## config.mk

```make
export PLATFORM = sky130hd
export DESIGN_NAME = tdma_bus_arbiter
export DESIGN_NICKNAME = d
export VERILOG_FILES = /design/src/rtl/tdma_pkg.sv /design/src/rtl/tdma_sched_table.sv /design/src/rtl/tdma_sequencer.sv /design/src/rtl/tdma_grant.sv /design/src/rtl/tdma_bus_arbiter.sv
export SDC_FILE = /design/constraint.sdc
export NUM_CORES = 1
export LEC_CHECK = 0
export BUFFER_PORTS_ARGS = -buffer_cell sky130_fd_sc_hd__buf_2
export CAP_MARGIN = 25
export CORE_AREA = 4 4 347 315
export DETAILED_ROUTE_END_ITERATION = 8
export DIE_AREA = 0 0 351 319
export GPL_ROUTABILITY_DRIVEN = 0
export GPL_TIMING_DRIVEN = 0
export HOLD_SLACK_MARGIN = 0.05
export PLACE_DENSITY = 0.59
export SLEW_MARGIN = 25
export SYNTH_ARGS = -nofsm -noshare
export SYNTH_HDL_FRONTEND = slang
export SYNTH_SLANG_ARGS = --single-unit
```

## constraint.sdc

```tcl
create_clock -name clk -period 11.2 [get_ports clk]
set_input_delay 1.12 -clock clk [delete_from_list [all_inputs] [get_ports clk]]
set_output_delay 1.12 -clock clk [all_outputs]
set_load 0.02 [all_outputs]
```

## src/rtl/tdma_pkg.sv

```systemverilog
package tdma_pkg;

    typedef enum logic [1:0] {
        OP_HDR    = 2'd0,
        OP_SLOT   = 2'd1,
        OP_PERIOD = 2'd2,
        OP_BAD    = 2'd3
    } cfg_op_e;

    typedef struct packed {
        logic live;
        logic bad_op;
        logic zero_size;
        logic dup_owner;
    } cfg_fault_t;

    function automatic logic fault_any(cfg_fault_t f);
        return f.live | f.bad_op | f.zero_size | f.dup_owner;
    endfunction

endpackage

```

## src/rtl/tdma_sched_table.sv

```systemverilog
module tdma_sched_table
    import tdma_pkg::*;
#(
    parameter int N_MST  = 4,
    parameter int N_SEG  = 16,
    parameter int N_SLOT = 4,
    parameter int TIME_W = 12,
    parameter int SIZE_W = 6,
    localparam int OWN_W  = (N_MST  > 1) ? $clog2(N_MST)  : 1,
    localparam int SEG_W  = (N_SEG  > 1) ? $clog2(N_SEG)  : 1,
    localparam int SLOT_W = (N_SLOT > 1) ? $clog2(N_SLOT) : 1
) (
    input  logic              clk,
    input  logic              rst,
    input  logic              live,
    input  logic              cfg_we,
    input  cfg_op_e           cfg_op,
    input  logic [SEG_W-1:0]  cfg_seg,
    input  logic [SLOT_W-1:0] cfg_slot,
    input  logic [TIME_W-1:0] cfg_time,
    input  logic [OWN_W-1:0]  cfg_owner,
    input  logic [SIZE_W-1:0] cfg_size,
    output logic              cfg_err,
    input  logic [SEG_W-1:0]  rd_seg,
    input  logic [SLOT_W-1:0] rd_slot,
    input  logic [SEG_W-1:0]  rd_seg_nxt,
    output logic [OWN_W-1:0]  rd_owner,
    output logic [SIZE_W-1:0] rd_size,
    output logic [SLOT_W-1:0] rd_last_slot,
    output logic [TIME_W-1:0] rd_nxt_start,
    output logic [TIME_W-1:0] period_len,
    output logic [SEG_W-1:0]  last_seg
);

    logic [TIME_W-1:0] seg_start  [N_SEG];
    logic [SLOT_W-1:0] seg_last   [N_SEG];
    logic [OWN_W-1:0]  slot_owner [N_SEG][N_SLOT];
    logic [SIZE_W-1:0] slot_size  [N_SEG][N_SLOT];

    logic [N_SLOT-1:0] dup_hit;
    cfg_fault_t        fault;
    logic              reject;

    // One comparator per slot position: same owner in an earlier slot of the round
    for (genvar j = 0; j < N_SLOT; j++) begin : g_dup
        assign dup_hit[j] = (SLOT_W'(j) < cfg_slot) &&
                            (slot_owner[cfg_seg][j] == cfg_owner);
    end

    always_comb begin
        fault.live      = live;
        fault.bad_op    = (cfg_op == OP_BAD);
        fault.zero_size = (cfg_op == OP_SLOT) && (cfg_size == '0);
        fault.dup_owner = (cfg_op == OP_SLOT) && (|dup_hit);
        reject          = fault_any(fault);
    end

    always_ff @(posedge clk) begin
        if (rst) begin
            cfg_err    <= 1'b0;
            period_len <= '1;
            last_seg   <= '0;
            for (int s = 0; s < N_SEG; s++) begin
                seg_start[s] <= '0;
                seg_last[s]  <= '0;
                for (int k = 0; k < N_SLOT; k++) begin
                    slot_owner[s][k] <= '0;
                    slot_size[s][k]  <= SIZE_W'(1);
                end
            end
        end else begin
            cfg_err <= cfg_we && reject;
            if (cfg_we && !reject) begin
                case (cfg_op)
                    OP_HDR: begin
                        seg_start[cfg_seg] <= cfg_time;
                        seg_last[cfg_seg]  <= cfg_slot;
                    end
                    OP_SLOT: begin
                        slot_owner[cfg_seg][cfg_slot] <= cfg_owner;
                        slot_size[cfg_seg][cfg_slot]  <= cfg_size;
                    end
                    OP_PERIOD: begin
                        period_len <= cfg_time;
                        last_seg   <= cfg_seg;
                    end
                    default: ;
                endcase
            end
        end
    end

    assign rd_owner     = slot_owner[rd_seg][rd_slot];
    assign rd_size      = slot_size[rd_seg][rd_slot];
    assign rd_last_slot = seg_last[rd_seg];
    assign rd_nxt_start = seg_start[rd_seg_nxt];

endmodule

```

## src/rtl/tdma_sequencer.sv

```systemverilog
module tdma_sequencer #(
    parameter int N_SEG  = 16,
    parameter int N_SLOT = 4,
    parameter int TIME_W = 12,
    parameter int SIZE_W = 6,
    localparam int SEG_W  = (N_SEG  > 1) ? $clog2(N_SEG)  : 1,
    localparam int SLOT_W = (N_SLOT > 1) ? $clog2(N_SLOT) : 1
) (
    input  logic              clk,
    input  logic              rst,
    input  logic              run,
    input  logic              restart,
    input  logic [SIZE_W-1:0] cur_size,
    input  logic [SLOT_W-1:0] cur_last_slot,
    input  logic [TIME_W-1:0] nxt_start,
    input  logic [TIME_W-1:0] period_len,
    input  logic [SEG_W-1:0]  last_seg,
    output logic [TIME_W-1:0] pc,
    output logic [SEG_W-1:0]  seg,
    output logic [SLOT_W-1:0] slot,
    output logic              slot_final
);

    typedef struct packed {
        logic [TIME_W-1:0] pc;
        logic [SEG_W-1:0]  seg;
        logic [SLOT_W-1:0] slot;
        logic [SIZE_W-1:0] cnt;
    } pos_t;

    pos_t              st_q, st_d;
    logic [TIME_W-1:0] pc_inc;
    logic              wrap;
    logic              seg_hit;

    always_comb begin
        slot_final = (st_q.cnt == cur_size - SIZE_W'(1));
        wrap       = (st_q.pc == period_len - TIME_W'(1));
        pc_inc     = wrap ? '0 : st_q.pc + TIME_W'(1);
        seg_hit    = (st_q.seg != last_seg) && (pc_inc == nxt_start);

        st_d = st_q;
        if (!run || restart || wrap) begin
            st_d = '0;
        end else if (seg_hit) begin
            st_d.pc   = pc_inc;
            st_d.seg  = st_q.seg + SEG_W'(1);
            st_d.slot = '0;
            st_d.cnt  = '0;
        end else if (slot_final) begin
            st_d.pc   = pc_inc;
            st_d.slot = (st_q.slot == cur_last_slot) ? '0 : st_q.slot + SLOT_W'(1);
            st_d.cnt  = '0;
        end else begin
            st_d.pc  = pc_inc;
            st_d.cnt = st_q.cnt + SIZE_W'(1);
        end
    end

    always_ff @(posedge clk) begin
        if (rst) st_q <= '0;
        else     st_q <= st_d;
    end

    assign pc   = st_q.pc;
    assign seg  = st_q.seg;
    assign slot = st_q.slot;

endmodule

```

## src/rtl/tdma_grant.sv

```systemverilog
module tdma_grant #(
    parameter int N_MST = 4,
    localparam int OWN_W = (N_MST > 1) ? $clog2(N_MST) : 1
) (
    input  logic             run,
    input  logic             guard,
    input  logic [N_MST-1:0] req,
    input  logic [OWN_W-1:0] owner,
    output logic [N_MST-1:0] gnt
);

    for (genvar i = 0; i < N_MST; i++) begin : g_line
        assign gnt[i] = run && !guard && req[i] && (owner == OWN_W'(i));
    end

endmodule

```

## src/rtl/tdma_bus_arbiter.sv

```systemverilog
module tdma_bus_arbiter
    import tdma_pkg::*;
#(
    parameter int N_MST  = 4,
    parameter int N_SEG  = 16,
    parameter int N_SLOT = 4,
    parameter int TIME_W = 12,
    parameter int SIZE_W = 6,
    localparam int OWN_W  = (N_MST  > 1) ? $clog2(N_MST)  : 1,
    localparam int SEG_W  = (N_SEG  > 1) ? $clog2(N_SEG)  : 1,
    localparam int SLOT_W = (N_SLOT > 1) ? $clog2(N_SLOT) : 1
) (
    input  logic              clk,
    input  logic              rst,
    input  logic              arb_en,
    input  logic              period_start,
    input  logic [N_MST-1:0]  req,
    output logic [N_MST-1:0]  gnt,
    input  logic              cfg_we,
    input  logic [1:0]        cfg_op,
    input  logic [SEG_W-1:0]  cfg_seg,
    input  logic [SLOT_W-1:0] cfg_slot,
    input  logic [TIME_W-1:0] cfg_time,
    input  logic [OWN_W-1:0]  cfg_owner,
    input  logic [SIZE_W-1:0] cfg_size,
    output logic              cfg_err
);

    logic [TIME_W-1:0] pc_w;
    logic [SEG_W-1:0]  seg_w;
    logic [SLOT_W-1:0] slot_w;
    logic              final_w;
    logic [OWN_W-1:0]  owner_w;
    logic [SIZE_W-1:0] size_w;
    logic [SLOT_W-1:0] last_slot_w;
    logic [TIME_W-1:0] nxt_start_w;
    logic [TIME_W-1:0] period_len_w;
    logic [SEG_W-1:0]  last_seg_w;

    tdma_sched_table #(
        .N_MST(N_MST), .N_SEG(N_SEG), .N_SLOT(N_SLOT),
        .TIME_W(TIME_W), .SIZE_W(SIZE_W)
    ) u_table (
        .clk          (clk),
        .rst          (rst),
        .live         (arb_en),
        .cfg_we       (cfg_we),
        .cfg_op       (cfg_op_e'(cfg_op)),
        .cfg_seg      (cfg_seg),
        .cfg_slot     (cfg_slot),
        .cfg_time     (cfg_time),
        .cfg_owner    (cfg_owner),
        .cfg_size     (cfg_size),
        .cfg_err      (cfg_err),
        .rd_seg       (seg_w),
        .rd_slot      (slot_w),
        .rd_seg_nxt   (seg_w + SEG_W'(1)),
        .rd_owner     (owner_w),
        .rd_size      (size_w),
        .rd_last_slot (last_slot_w),
        .rd_nxt_start (nxt_start_w),
        .period_len   (period_len_w),
        .last_seg     (last_seg_w)
    );

    tdma_sequencer #(
        .N_SEG(N_SEG), .N_SLOT(N_SLOT), .TIME_W(TIME_W), .SIZE_W(SIZE_W)
    ) u_seq (
        .clk           (clk),
        .rst           (rst),
        .run           (arb_en),
        .restart       (period_start),
        .cur_size      (size_w),
        .cur_last_slot (last_slot_w),
        .nxt_start     (nxt_start_w),
        .period_len    (period_len_w),
        .last_seg      (last_seg_w),
        .pc            (pc_w),
        .seg           (seg_w),
        .slot          (slot_w),
        .slot_final    (final_w)
    );

    tdma_grant #(.N_MST(N_MST)) u_gnt (
        .run   (arb_en),
        .guard (final_w),
        .req   (req),
        .owner (owner_w),
        .gnt   (gnt)
    );

endmodule

```

* Word level (Yosys, flattened, before mapping)
Memories as Yosys holds them, arrays and structs flattened. A register that Yosys moved wholly into a read port is not among the register bits.
Index checks and enable logic that the tools add are counted.
** Cells by class
- Magnitude comparators :: 7
- Equal/unequal tests :: 15
- Muxes and demuxes :: 41
- Reduce and logical (&&, ||, !) cells :: 36
- Add/sub/neg operators :: 6
- Bitwise operators :: 5
** Operator list (count)
- two-way mux 24 bit :: 3
- two-way mux 4 bit :: 10
- == test 12 bit :: 2
- two-way mux 12 bit :: 2
- two-way mux 8 bit :: 3
- OR reduction 24 bit :: 1
- logical AND 1 bit :: 19
- two-way mux 6 bit :: 3
- adder 12 x 1 -> 12 bit, second input constant :: 1
- binary-select mux 6 bit (select 2 bit) :: 1
- demux 6 bit (select 2 bit) :: 1
- OR reduction 12 bit :: 1
- subtractor 12 x 1 -> 12 bit, second input constant :: 1
- two-way mux 1 bit :: 11
- == test 2 bit :: 5
- two-way mux 2 bit :: 5
- == test 2 bit, second input constant :: 4
- OR reduction 4 bit :: 2
- OR reduction 8 bit :: 1
- adder 6 x 1 -> 6 bit, second input constant :: 1
- == test 6 bit :: 1
- greater-or-equal comparator 3 bit, second input constant :: 2
- logical NOT 6 bit :: 1
- NOT 2 -> 3 bit :: 2
- other kinds (17) :: 27
** Word-level totals
- Register bits after elaboration :: 41
- Output and inout port bits :: 5
- Input port bits :: 37
- Bits in writable memories :: 736
- Logic and storage cells :: 121
- Memories kept :: 4
** Memory list
- u_table.slot_size :: words 16, bits a word 24, rd ports 1, clocked after Yosys merged registers in 1, wr ports 16, line tdma_sched_table.sv:38 : logic [SIZE_W-1:0] slot_size [N_SEG][N_SLOT];
- u_table.seg_start :: words 16, bits a word 12, rd ports 1, clocked after Yosys merged registers in 0, wr ports 16, line tdma_sched_table.sv:35 : logic [TIME_W-1:0] seg_start [N_SEG];
- u_table.slot_owner :: words 16, bits a word 8, rd ports 2, clocked after Yosys merged registers in 1, wr ports 16, line tdma_sched_table.sv:37 : logic [OWN_W-1:0] slot_owner [N_SEG][N_SLOT];
- u_table.seg_last :: words 16, bits a word 2, rd ports 1, clocked after Yosys merged registers in 1, wr ports 16, line tdma_sched_table.sv:36 : logic [SLOT_W-1:0] seg_last [N_SEG];

* Logic depth before layout (Yosys ltp)
An unclocked memory read counts as a cell.
- Depth in word-level cells :: 13
- Mapped depth :: 16
- Gate-level depth less buffers :: 12

* Modules after synthesis
A second synthesis with hierarchy kept.
** Unflattened totals
- Cells, all modules :: 2969
- Area, all modules :: 39784.4 um^2
** By module, submodules not included
- tdma_sched_table :: cells an instance 2713, sequential area each 22441.5 um^2, instances 1, area an instance 37698.7 um^2
- tdma_sequencer :: cells an instance 244, sequential area each 480.5 um^2, instances 1, area an instance 1985.7 um^2
- tdma_grant :: cells an instance 7, sequential area each 0.0 um^2, instances 1, area an instance 61.3 um^2
- tdma_bus_arbiter :: cells an instance 5, sequential area each 0.0 um^2, instances 1, area an instance 38.8 um^2

* Least setup slack after synthesis
No wires, ideal clock.
- Path type :: register to output
- From :: reg (tool-made name)
- To :: out gnt[1]
- Cell stages (with the launch flop) :: 14
- Path slack :: 6553 ps
- Path buffers :: 2
- Arrival time :: 3527 ps
- Required time :: 10080 ps
- Cells stage by stage :: dfxtp_1 buf_4 buf_2 mux4_2 a22oi_1 a21oi_1 nor4_2 ha_1 or3b_2 a211oi_1 o31ai_1 a31oi_1 nor3b_1 and3_1
** RTL lines
- end: declaration :: line tdma_bus_arbiter.sv:18 : output logic [N_MST-1:0] gnt,

==> impl_results.md <==
* Critical Path RT at roughly 10 ns
* Syn. warnings at 0
* Clock skew at approximately 0.034 ns
* Number of synthesized flops with an enable pin at ~740
* Peak VDD IR at about 0.12 mV
* H-tree levels at 3
* # nets final at between 2,000 and 3,000
* Number of global-route vias before repair at about 24,000
* Netlist cell types at a little over 70
* Final ANT Viol Nets at 0
* Root buf cell: clkbuf_16
* Power Density at about 160 nW/um^2
* Via count at about 25,000
* CTS tree: built
* GRT Residual Overflow at 0
* # clock sinks at approximately 780
* Clk_lat worst skew at between 0.6 and 0.7 ns
* Crit path capture type: output pin
* Starting Density at approximately a third
* Final min period at roughly 7.2 ns
* Post-Syn Area at approximately 37,000 um^2
* Cells after synthesis at roughly 2,700
* First-pass GRT wire length at 182,000 um
* Class of the worst hold path: reg -> reg
* Post-synthesis net count at approximately 2,700
* Hold Buf Count CTS at 0
* Port bufs at 32
* Sequential area share after synthesis at a little over three fifths
* Die Span X at ~350 um
* Crit Path Max Fanout at 10
* Status: finished, final reports clean
* Synthesis-stage register bit count at 781
* Primary FF master, synth: edfxtp_1
* RSZ-0062 raised after global routing: false
* Startpoint class of the critical path: flip-flop
* Synth-to-Final Area Change at 12.6%
* Vias per cell at 5.88
* CTS buffer count at 84
* Wire per inst at around 31 um
* CTS resizes at 0
* Final setup vio count at 0
* Drt first pass iters at 6
* Detail Placement HPWL at 93,800 um
* CTS max path bufs at 3
* Final TNS setup at 0 ns
* Initial DRC count at roughly 4,400
* Initial antenna violation count at 4
* Crit Path Category: reg -> out
* Max Freq at about 140 MHz
* DRC at 0
* Critical Path AT at 6.12 ns
* Total track usage at a little under a quarter
* Full die area at between 100,000 and 150,000 um^2
* Slew margin rel. at 20.6%
* Syn avg cell area at approximately 14 um^2
* Cell area after placement at a little under 40,000 um^2
* Setup bufs post-CTS at 0
* FILL cells at between 9,000 and 10,000
* Largest net degree at the start of global routing at 15
* Io pins at 42
* Worst slew pin tran at 1.19 ns
* Period utilization at approximately 65%
* Post-route cell area at ~41,000 um^2
* Core ar. at between 100,000 and 150,000 um^2
* Final WL at 133,000 um
* Max Cap Viol at 0
* Row cnt at about 110
* Slew Limit Fails at 0
* Leakage power at approximately 13 nW
* Worst-path clk slew at around 0.060 ns
* Async set-reset flop share out of synthesis at 0%
* Share of layout cells above drive strength 1 at about 17%
* Die H at 319 um
* Final hold viol count at 0
[where the power goes]
| part | switching, mW | internal (mW) |
|---|---|---|
| combinational | 0.243 | 0.0930 |
| sequential | 0.0332 | 3.29 |
| clock | 1.24 | 1.57 |
| total | 1.51 | 4.95 |
[worst paths after layout]
check / startpoint / endpoint / slack [ns] / cells after the start
max: flip-flop / gnt[1] / 3.96 / 14
min reg2reg: u_table.last_seg[1] / u_table.last_seg[1] / 0.47 / 2
max reg2reg: flip-flop / u_seq.st_q[2] / 5.62 / 14
min: u_table.last_seg[1] / u_table.last_seg[1] / 0.47 / 2
[cell families after synthesis]
family	after synthesis	synth area share, %
xor gates and xnor gates	53	1.26
adders and majority gates	5	0.170
and+or+nand+nor	1173	14.8
muxes	264	14.9
DFF	781	62.5
buffers and inverters	240	2.81
AOI/OAI and AO/OA	181	3.61
[Yosys cell counts (23+ instances only)]
cell	instances	area share (%)
buf_2	58	0.79
xnor2_1	31	0.74
or2_2	23	0.39
a21oi_1	30	0.41
dfxtp_1	45	2.4
edfxtp_1	736	60
a22oi_1	30	0.61
clkbuf_1	140	1.4
mux2i_1	24	0.65
and2_1	227	3.9
nor2_1	529	5.4
a21o_1	64	1.3
mux4_2	224	14
nand2_1	252	2.6
[state kept, by name, indices dropped and copies added (netlist names), named ones only]
signal / cells
u_table.seg_start: 192
u_seq.slot: 2
u_seq.seg: 4
u_table.slot_owner: 128
u_table.cfg_err: 1
u_table.seg_last: 32
u_table.period_len: 12
u_seq.st_q: 6
u_table.last_seg: 4
u_table.slot_size: 384
u_seq.pc: 12
[area by class of cell]
cell class / instances / area (um^2) / share of cell area, %
timing repair buffer: 33 / 171 / 0.414
inverter: 16 / 60.1 / 0.145
sequential: 781 / 23000 / 55.6
multi-input combinational: 1676 / 12800 / 30.8
clock buffer: 100 / 2160 / 5.22
tap: 1380 / 1730 / 4.17
clock inverter: 53 / 523 / 1.26
antenna: 3 / 7.51 / 0.0181
buffer: 224 / 983 / 2.38
[metal layers]
metal  vias up  wire (um)  global-route usage (%)
met5         -          0                       0
li1      10100          -                       -
met4         0       5610                    8.65
met2      1883      55200                    32.4
met3       345      19600                    8.79
met1     12700      52300                    32.9
[cell usage in the layout, fill, tap and decap left out, drive strengths merged, types with 30 or more instances in the layout]
master,instances
a21oi,31
nand2,252
xnor2,31
a21o,64
mux4,224
edfxtp,736
dfxtp,45
buf,116
clkbuf,241
nor2,529
clkinv,41
a22oi,30
and2,227
[critical path: stages, from the launching register on]
cell and delay (ns):
dfxtp_1 0.41, buf_2 0.37, buf_1 0.83, mux4_2 0.50
a22oi_1 0.18, a21oi_1 0.10, nor4_2 0.68, ha_1 0.35
or3b_2 0.45, a211oi_1 0.27, o31ai_1 0.13, a31oi_2 0.63
nor3b_1 0.15, and3_1 0.22, buf_2 0.15
[stage by stage]
| step | setup slack (ns) | hold WS, ns | total power [mW] | instances | util, % |
|---|---|---|---|---|---|
| after floorplan | 6.55 | 0.440 | 3.54 | 2697 | - |
| after global placement | 3.78 | 0.461 | 3.70 | 4109 | 36.7 |
| after detailed placement | 4.24 | 0.467 | 3.70 | 4109 | 36.7 |
| after CTS | 3.76 | 0.475 | 6.45 | 4262 | 39.3 |
| after global routing | 3.83 | 0.493 | 6.60 | 4263 | 39.3 |
| final | 3.96 | 0.475 | 6.47 | 4266 | 39.3 |
No activity file was read; power rests on OpenSTA's default activity.
